### config.mk
export PLATFORM = sky130hd
export DESIGN_NAME = gtp_port
export DESIGN_NICKNAME = d
export VERILOG_FILES = /design/src/rtl/gtp_pkg.sv /design/src/rtl/gtp_sync.sv /design/src/rtl/gtp_regs.sv /design/src/rtl/gtp_pin_cell.sv /design/src/rtl/gtp_port.sv
export SDC_FILE = /design/constraint.sdc
export NUM_CORES = 1
export LEC_CHECK = 0
export CELL_PAD_IN_SITES_DETAIL_PLACEMENT = 1
export CELL_PAD_IN_SITES_GLOBAL_PLACEMENT = 1
export CORE_ASPECT_RATIO = 0.9
export CORE_MARGIN = 4
export CORE_UTILIZATION = 31
export CTS_CLUSTER_DIAMETER = 100
export DETAILED_ROUTE_END_ITERATION = 6
export PLACE_DENSITY = 0.81
export SKIP_LAST_GASP = 1
export SLEW_MARGIN = 0
export SYNTH_ARGS = -nofsm -noshare
export SYNTH_HDL_FRONTEND = slang
export SYNTH_SLANG_ARGS = --single-unit
export TNS_END_PERCENT = 10
### constraint.sdc
create_clock -name clk -period 1.2 [get_ports clk]
set_input_delay 0.18 -clock clk [delete_from_list [all_inputs] [get_ports clk]]
set_output_delay 0.18 -clock clk [all_outputs]
set_load 0.03 [all_outputs]
### src/rtl/gtp_pkg.sv
package gtp_pkg;
    typedef enum logic [1:0] {
        OFS_DATA  = 2'd0,
        OFS_INPUT = 2'd1,
        OFS_DIR   = 2'd2,
        OFS_NONE  = 2'd3
    } reg_ofs_e;
endpackage

### src/rtl/gtp_sync.sv
module gtp_sync #(
    parameter int W      = 8,
    parameter int STAGES = 2
) (
    input  logic         clk,
    input  logic [W-1:0] d,
    output logic [W-1:0] q
);
    logic [W-1:0] stg [STAGES];

    // No reset: the input view is left untouched by reset.
    always_ff @(posedge clk) begin
        stg[0] <= d;
        for (int s = 1; s < STAGES; s++) begin
            stg[s] <= stg[s-1];
        end
    end

    assign q = stg[STAGES-1];
endmodule

### src/rtl/gtp_regs.sv
module gtp_regs
    import gtp_pkg::*;
#(
    parameter int W = 8
) (
    input  logic         clk,
    input  logic         rst_n,
    input  logic [1:0]   addr,
    input  logic         we,
    input  logic [W-1:0] wdata,
    input  logic [W-1:0] pin_sync,
    output logic [W-1:0] data_q,
    output logic [W-1:0] dir_q,
    output logic [W-1:0] rdata
);
    reg_ofs_e ofs;
    assign ofs = reg_ofs_e'(addr);

    always_ff @(posedge clk or negedge rst_n) begin
        if (!rst_n) begin
            data_q <= '0;
            dir_q  <= '0;
        end else if (we) begin
            unique case (ofs)
                OFS_DATA:  data_q <= wdata;
                OFS_DIR:   dir_q  <= wdata;
                OFS_INPUT: ;
                OFS_NONE:  ;
            endcase
        end
    end

    always_comb begin
        unique case (ofs)
            OFS_DATA:  rdata = (dir_q & data_q) | (~dir_q & pin_sync);
            OFS_INPUT: rdata = pin_sync;
            OFS_DIR:   rdata = dir_q;
            OFS_NONE:  rdata = '0;
        endcase
    end

    a_r2_dir_load: assert property (@(posedge clk) disable iff (!rst_n)
        (we && addr == 2'd2) |=> dir_q == $past(wdata));
    a_r3_data_load: assert property (@(posedge clk) disable iff (!rst_n)
        (we && addr == 2'd0) |=> data_q == $past(wdata));
    a_r6_input_write_ignored: assert property (@(posedge clk) disable iff (!rst_n)
        (we && addr == 2'd1) |=> ($stable(data_q) && $stable(dir_q)));
    a_r1_reset_clear: assert property (@(posedge clk)
        $rose(rst_n) |-> (data_q == '0 && dir_q == '0));
endmodule

### src/rtl/gtp_pin_cell.sv
module gtp_pin_cell (
    input  logic own,
    input  logic tmr_lvl,
    input  logic gpio_val,
    input  logic gpio_dir,
    output logic pad_out,
    output logic pad_oe
);
    assign pad_out = own ? tmr_lvl : gpio_val;
    assign pad_oe  = own | gpio_dir;
endmodule

### src/rtl/gtp_port.sv
module gtp_port #(
    parameter int CH          = 4,
    parameter int SYNC_STAGES = 2
) (
    input  logic              clk,
    input  logic              rst_n,
    input  logic [1:0]        bus_addr,
    input  logic              bus_we,
    input  logic [2*CH-1:0]   bus_wdata,
    output logic [2*CH-1:0]   bus_rdata,
    input  logic              tlo_en,
    input  logic [CH-1:0]     tlo_oc,
    input  logic [CH-1:0]     tlo_lvl,
    input  logic              thi_en,
    input  logic [CH-1:0]     thi_oc,
    input  logic [CH-1:0]     thi_lvl,
    input  logic [2*CH-1:0]   pad_in,
    output logic [2*CH-1:0]   pad_out,
    output logic [2*CH-1:0]   pad_oe
);
    localparam int W = 2 * CH;

    logic [W-1:0] pin_sync, data_q, dir_q, own, lvl;

    gtp_sync #(.W(W), .STAGES(SYNC_STAGES)) u_sync (
        .clk (clk),
        .d   (pad_in),
        .q   (pin_sync)
    );

    gtp_regs #(.W(W)) u_regs (
        .clk      (clk),
        .rst_n    (rst_n),
        .addr     (bus_addr),
        .we       (bus_we),
        .wdata    (bus_wdata),
        .pin_sync (pin_sync),
        .data_q   (data_q),
        .dir_q    (dir_q),
        .rdata    (bus_rdata)
    );

    for (genvar i = 0; i < W; i++) begin : g_pin
        if (i < CH) begin : g_lo
            assign own[i] = tlo_en & tlo_oc[i];
            assign lvl[i] = tlo_lvl[i];
        end else begin : g_hi
            assign own[i] = thi_en & thi_oc[i-CH];
            assign lvl[i] = thi_lvl[i-CH];
        end

        gtp_pin_cell u_cell (
            .own      (own[i]),
            .tmr_lvl  (lvl[i]),
            .gpio_val (data_q[i]),
            .gpio_dir (dir_q[i]),
            .pad_out  (pad_out[i]),
            .pad_oe   (pad_oe[i])
        );
    end

    a_r7_low_timer_owns: assert property (@(posedge clk) disable iff (!rst_n)
        (tlo_en && tlo_oc[0]) |-> (pad_oe[0] && pad_out[0] == tlo_lvl[0]));
    a_r8_high_timer_owns: assert property (@(posedge clk) disable iff (!rst_n)
        (thi_en && thi_oc[0]) |-> (pad_oe[CH] && pad_out[CH] == thi_lvl[0]));
    a_r9_released_pin_is_gpio: assert property (@(posedge clk) disable iff (!rst_n)
        (!tlo_en && !thi_en) |-> (pad_oe == dir_q && pad_out == data_q));
    a_r11_unmapped_zero: assert property (@(posedge clk) disable iff (!rst_n)
        (bus_addr == 2'd3) |-> bus_rdata == '0);
endmodule

==> flow_metrics.tcl, run 1 <==
set metrics [dict create \
    status "complete, but fails checks" \
    violations "setup timing" \
    drv_cap 0 \
    io-pin-count 63 \
    max_slew_margin_pct 84.0 \
    required_ns 1.02 \
    worst-path-max-fanout 3 \
    nets 235 \
    grt_overflow 0 \
    vias 1125 \
    synth_nets 164 \
    syn_area_per_cell_um2 11.5 \
    die_w_um 79.9 \
    tightest_slew_ns 0.241 \
    syn2layout_area_growth_pct 64.1 \
    ys_seq_area_share_pct 50.0 \
    drt_wl_total_um 4060 \
    cts-buffers-inserted 5 \
    io_buffers 62 \
    antenna_found_initial 0 \
    rrSetupSlack_ns 0.30 \
    drive_gt1_share_pct 48.2 \
    drc 0 \
    yosys_register_bits 32 \
    fill_cells 474 \
    layout_setup_ws_ns -0.231 \
    crit_chain "nor2b_4 -> mux2i_2 -> buf_4" \
    hold_buffers 0 \
    reg2reg_to "u_regs.data_q[0]" \
    powerDensity_nw_per_um2 1460 \
    cts_max_level 2 \
    die_area_um2 5810 \
    track_usage_pct 15.0 \
    cts.clk_slew.worst_paths_ns 0.07 \
    post-route-period-util_pct 119 \
    tritoncts "yes" \
    fin_tns_setup_ns -4.69 \
    skew_ns 0.00679 \
    worstPathBufferInverterCount 1 \
    cts_root_buf "clkbuf_8" \
    crit_arrival_ns 1.25 \
    grt_max_degree 17 \
    cts.sinks 32 \
    hold_violations 0 \
    syn_inst 125 \
    post_drt_wl_per_cell_um 15.7 \
    setup_viol 37 \
    drtIter0Drc 36 \
    clock_latency_ns 0.29 \
    vias_per_cell 4.34 \
    fmax_ghz 0.699 \
    worstSetupEndpointType "output pin" \
    mostFrequentLayoutCells "38 x buf_4, 33 x clkdlybuf4s50_1, 20 x mux2_2" \
    min_path_type "primary input to asynchronous set/reset pin" \
    grt_pass1_vias 1321 \
    rsz0062_at_grt "true" \
    die_h_um 72.7 \
    final_antenna_net_count 0 \
    ir_drop_uv 695 \
    slowest_stage "dfrtp_1" \
    syn_area_um2 1440 \
    initial_utilization_pct 32.3 \
    layout_commonest_cell "buf_4" \
    design_area_um2 2360 \
    dp_hpwl_um 3100 \
    clk_path_buf_depth 2 \
    crit_family "flip-flops" \
    synth.yosys.warnings 0 \
    drt_pass1_iterations 4 \
    antenna_cells 0 \
    drv_slew 0 \
    grt_pass1_wl_um 6420 \
    path_class "flop to output pin" \
    coreArea_um2 4460 \
    ys_types 14 \
    routabilityCongestion 0.671 \
    place_area_um2 2120 \
    rows 23 \
    p_leak_nw 1.06 \
    fin_util_pct 53.0 \
    crit_path_max_incr_delay_ns 0.39 \
    min_period_ns 1.43 \
    ff2ff_path_depth 2 \
    start_kind "flop" \
    crit-reg2reg-launch "u_regs.data_q[0]" \
]
[Yosys cell counts]
cell	number	area, um^2
nor2_1	8	30.0
nand2_1	8	30.0
buf_1	1	3.75
dfxtp_1	16	320
nand3b_1	1	7.51
nor3b_4	1	18.8
dfrtp_1	16	400
mux2_1	3	33.8
buf_4	16	120
nand2b_1	16	100
buf_2	2	10.0
nor2b_1	8	50.1
mux2i_1	8	80.1
mux2_2	21	236
[state kept, by name, indices dropped and copies added (netlist names)]
| register | cells |
|---|---|
| u_regs.dir_q | 8 |
| u_sync.stg | 16 |
| u_regs.data_q | 8 |
[layout make-up]
| cell class | count | area (um^2) | share of cell area, % |
|---|---|---|---|
| Sequential cell | 32 | 721 | 30.5 |
| Clock inverter | 2 | 35.0 | 1.48 |
| Timing Repair Buffer | 83 | 764 | 32.3 |
| Clock buffer | 6 | 72.6 | 3.07 |
| Multi-Input combinational cell | 74 | 694 | 29.4 |
| Tap cell | 62 | 77.6 | 3.28 |
[layer usage]
metal	global-route usage, %	vias up	wire [um]
met1	17.7	542	1640
met2	24.7	39	2090
met5	0	-	0
met4	8.07	0	94
li1	-	536	-
met3	4.57	8	235
[metrics by stage]
| stage | total power, mW | worst slack, ns | hold WS [ns] | std cells |
|---|---|---|---|---|
| after floorplan | 2.02 | -0.0508 | -0.116 | 125 |
| after global placement | 2.34 | -0.670 | 0.312 | 246 |
| after detailed placement | 2.38 | -0.672 | 0.313 | 246 |
| after CTS | 3.47 | -0.246 | 0.232 | 258 |
| after global routing | 3.62 | -0.281 | 0.239 | 259 |
| final | 3.46 | -0.231 | 0.227 | 259 |
[power breakdown]
group | total, mW | leakage (nW) | switching (mW) | internal (mW)
Combinational | 1.16 | 0.678 | 0.545 | 0.619
Sequential | 1.29 | 0.324 | 0.0850 | 1.20
Clock | 1.00 | 0.0552 | 0.389 | 0.615
[worst max-delay path by stage]
stage | startpoint | endpoint | slack [ns] | depth (start not counted)
2_1_floorplan | bus_addr[1] | bus_rdata[3] | -0.05 | 4
3_3_place_gp | thi_en | pad_out[4] | -0.67 | 4
3_5_place_dp | thi_en | pad_out[4] | -0.67 | 4
4_1_cts | u_regs.dir_q[3] | bus_rdata[3] | -0.25 | 3
5_1_grt | u_regs.dir_q[3] | bus_rdata[3] | -0.28 | 3
6_report | u_regs.dir_q[3] | bus_rdata[3] | -0.23 | 3
[cell families (layout without fill, tap and decap cells)]
logic type | Yosys count | count (layout) | share of synthesized area, %
flip-flops | 32 | 32 | 50.0
buffers and inverters | 19 | 91 | 9.29
AND/OR/NAND/NOR | 42 | 42 | 16.4
multiplexers | 32 | 32 | 24.3
[what timing repair did]
| item | in CTS | in global routing |
|---|---|---|
| setup endpoints to repair | 39 | 40 |
| gates cloned | 1 | 0 |
| buffers inserted | 3 | 1 |
| pin swaps | 0 | 0 |
| resized for setup | 39 | 3 |
Note: power is estimated with default switching activity, not from simulation.
==> inputs of run 2 (changes only) <==
--- a/config.mk
+++ b/config.mk
@@ -10,7 +10,6 @@
 export CORE_ASPECT_RATIO = 0.9
 export CORE_MARGIN = 4
 export CORE_UTILIZATION = 31
-export CTS_CLUSTER_DIAMETER = 100
 export DETAILED_ROUTE_END_ITERATION = 6
 export PLACE_DENSITY = 0.81
 export SKIP_LAST_GASP = 1
==> results of run 2 <==
The final DEF is identical to that of run 1; final timing and power are the same.
==> inputs of run 3 (changes only) <==
--- a/config.mk
+++ b/config.mk
@@ -17,4 +17,4 @@
 export SYNTH_ARGS = -nofsm -noshare
 export SYNTH_HDL_FRONTEND = slang
 export SYNTH_SLANG_ARGS = --single-unit
-export TNS_END_PERCENT = 10
+export TNS_END_PERCENT = 5
==> flow_metrics.tcl, run 3 (synthesized netlist as in run 1, its figures left out) <==
set metrics [dict create \
    layout_commonest_cell "buf_4" \
    post_drt_wl_per_cell_um 15.3 \
    nets 232 \
    worstSetupEndpointType "output pin" \
    dp_hpwl_um 3100 \
    fmax_ghz 0.698 \
    status "complete, but fails checks" \
    grt_util_met1_pct 17.5 \
    min_period_ns 1.43 \
    routabilityCongestion 0.671 \
    gr-max-usage-layer "met2" \
    drive_gt1_share_pct 45.9 \
    largest_register_ffs 16 \
    layout_setup_ws_ns -0.232 \
    setup_viol 36 \
    io-pin-count 63 \
    grt_pass1_vias 1300 \
    rrSetupSlack_ns 0.31 \
    min_path_type "primary input to asynchronous set/reset pin" \
    final_antenna_net_count 0 \
    drc 0 \
    skew_ns 0.00687 \
    reg.largest.list "u_sync.stg x16, u_regs.data_q x8, u_regs.dir_q x8" \
    die_w_um 79.9 \
    clk_path_buf_depth 2 \
    drtIter0Drc 37 \
    cts.clk_slew.worst_paths_ns 0.07 \
    whs_ns 0.223 \
    powerDensity_nw_per_um2 1470 \
    hold_violations 0 \
    cts-buffers-inserted 5 \
    max_slew_margin_pct 84.4 \
    die_area_um2 5810 \
    start_kind "flop" \
    drt_wl_total_um 3930 \
    fin_util_pct 52.1 \
    antenna_cells 0 \
    cts_root_buf "clkbuf_8" \
    required_ns 1.02 \
    grt_overflow 0 \
    initial_utilization_pct 32.3 \
    syn2layout_area_growth_pct 61.1 \
    rsz0062_at_grt "true" \
    antenna_found_initial 0 \
    vias 1113 \
    worst-path-max-fanout 3 \
    post-route-period-util_pct 119 \
    path_class "flop to output pin" \
    die_h_um 72.7 \
    track_usage_pct 14.7 \
    grt_pass1_wl_um 6290 \
    vias_per_cell 4.35 \
    place_area_um2 2120 \
    tritoncts "yes" \
    use_met3_pct 4.57 \
    violations "setup timing" \
    cts_max_level 2 \
    tightest_slew_ns 0.234 \
    drt_pass1_iterations 4 \
    crit_arrival_ns 1.25 \
    drv_slew 0 \
    grt_max_degree 17 \
    rows 23 \
    p_leak_nw 1.03 \
    fill_cells 475 \
    io_buffers 62 \
    design_area_um2 2320 \
    largest_register "u_sync.stg" \
    drv_cap 0 \
    use_met2_pct 23.9 \
    coreArea_um2 4460 \
    mostFrequentLayoutCells "35 x buf_4, 34 x clkdlybuf4s50_1, 21 x mux2_2" \
    cts.sinks 32 \
    clock_latency_ns 0.29 \
    ir_drop_uv 697 \
]
## run 3: area by class of cell
type | count | area, um^2 | area share, %
tap | 62 | 77.6 | 3.34
timing repair buffer | 80 | 736 | 31.7
clock inverter | 2 | 35.0 | 1.51
sequential | 32 | 721 | 31.0
multi-input combinational | 74 | 681 | 29.3
clock buffer | 6 | 72.6 | 3.12
## run 3: power by group
part           switching [mW]  total (mW)  internal [mW]  leakage, nW
combinational           0.532        1.12          0.587        0.651
sequential             0.0833        1.29           1.20        0.324
clock                   0.390        1.00          0.615       0.0552
## run 3: timing repair
action                                 in CTS  in global routing
endpoints found under the hold margin       0                  0
resized for setup                          33                  1
hold buffers                                0                  0
cloned                                      1                  0
setup buffers                               1                  0
setup endpoints to repair                  39                 40
## run 3: layer usage
layer  up-vias  wire length, um
met5         -                0
met4         0               94
met3         8              235
met2        39             1990
met1       536             1600
li1        530                -
## run 3: worst paths after layout
kind / start / to / depth (start not counted)
setup reg to reg: u_regs.data_q[0] / u_regs.data_q[0] / 2
max in group asynchronous: rst_n / u_regs.dir_q[1] / 2
min in group clk: pad_in[5] / u_sync.stg[0][5] / 1
hold reg to reg: u_sync.stg[0][4] / u_sync.stg[0][12] / 0
hold / removal: rst_n / u_regs.dir_q[5] / 2
setup / recovery: u_regs.dir_q[3] / bus_rdata[3] / 3
## run 3: metrics by stage
step	power [mW]	instances	setup slack (ns)	setup TNS, ns
2_1_floorplan	2.02	125	-0.0508	-0.269
3_3_place_gp	2.34	246	-0.670	-13.02
3_5_place_dp	2.38	246	-0.672	-13.96
4_1_cts	3.45	256	-0.246	-5.32
5_1_grt	3.57	256	-0.281	-6.90
6_report	3.41	256	-0.232	-5.36
## run 3: critical path, cell delays in order, from the launching register on
cell and delay, ns:
dfrtp_1 0.39, nor2b_4 0.18, mux2i_2 0.21, buf_4 0.18
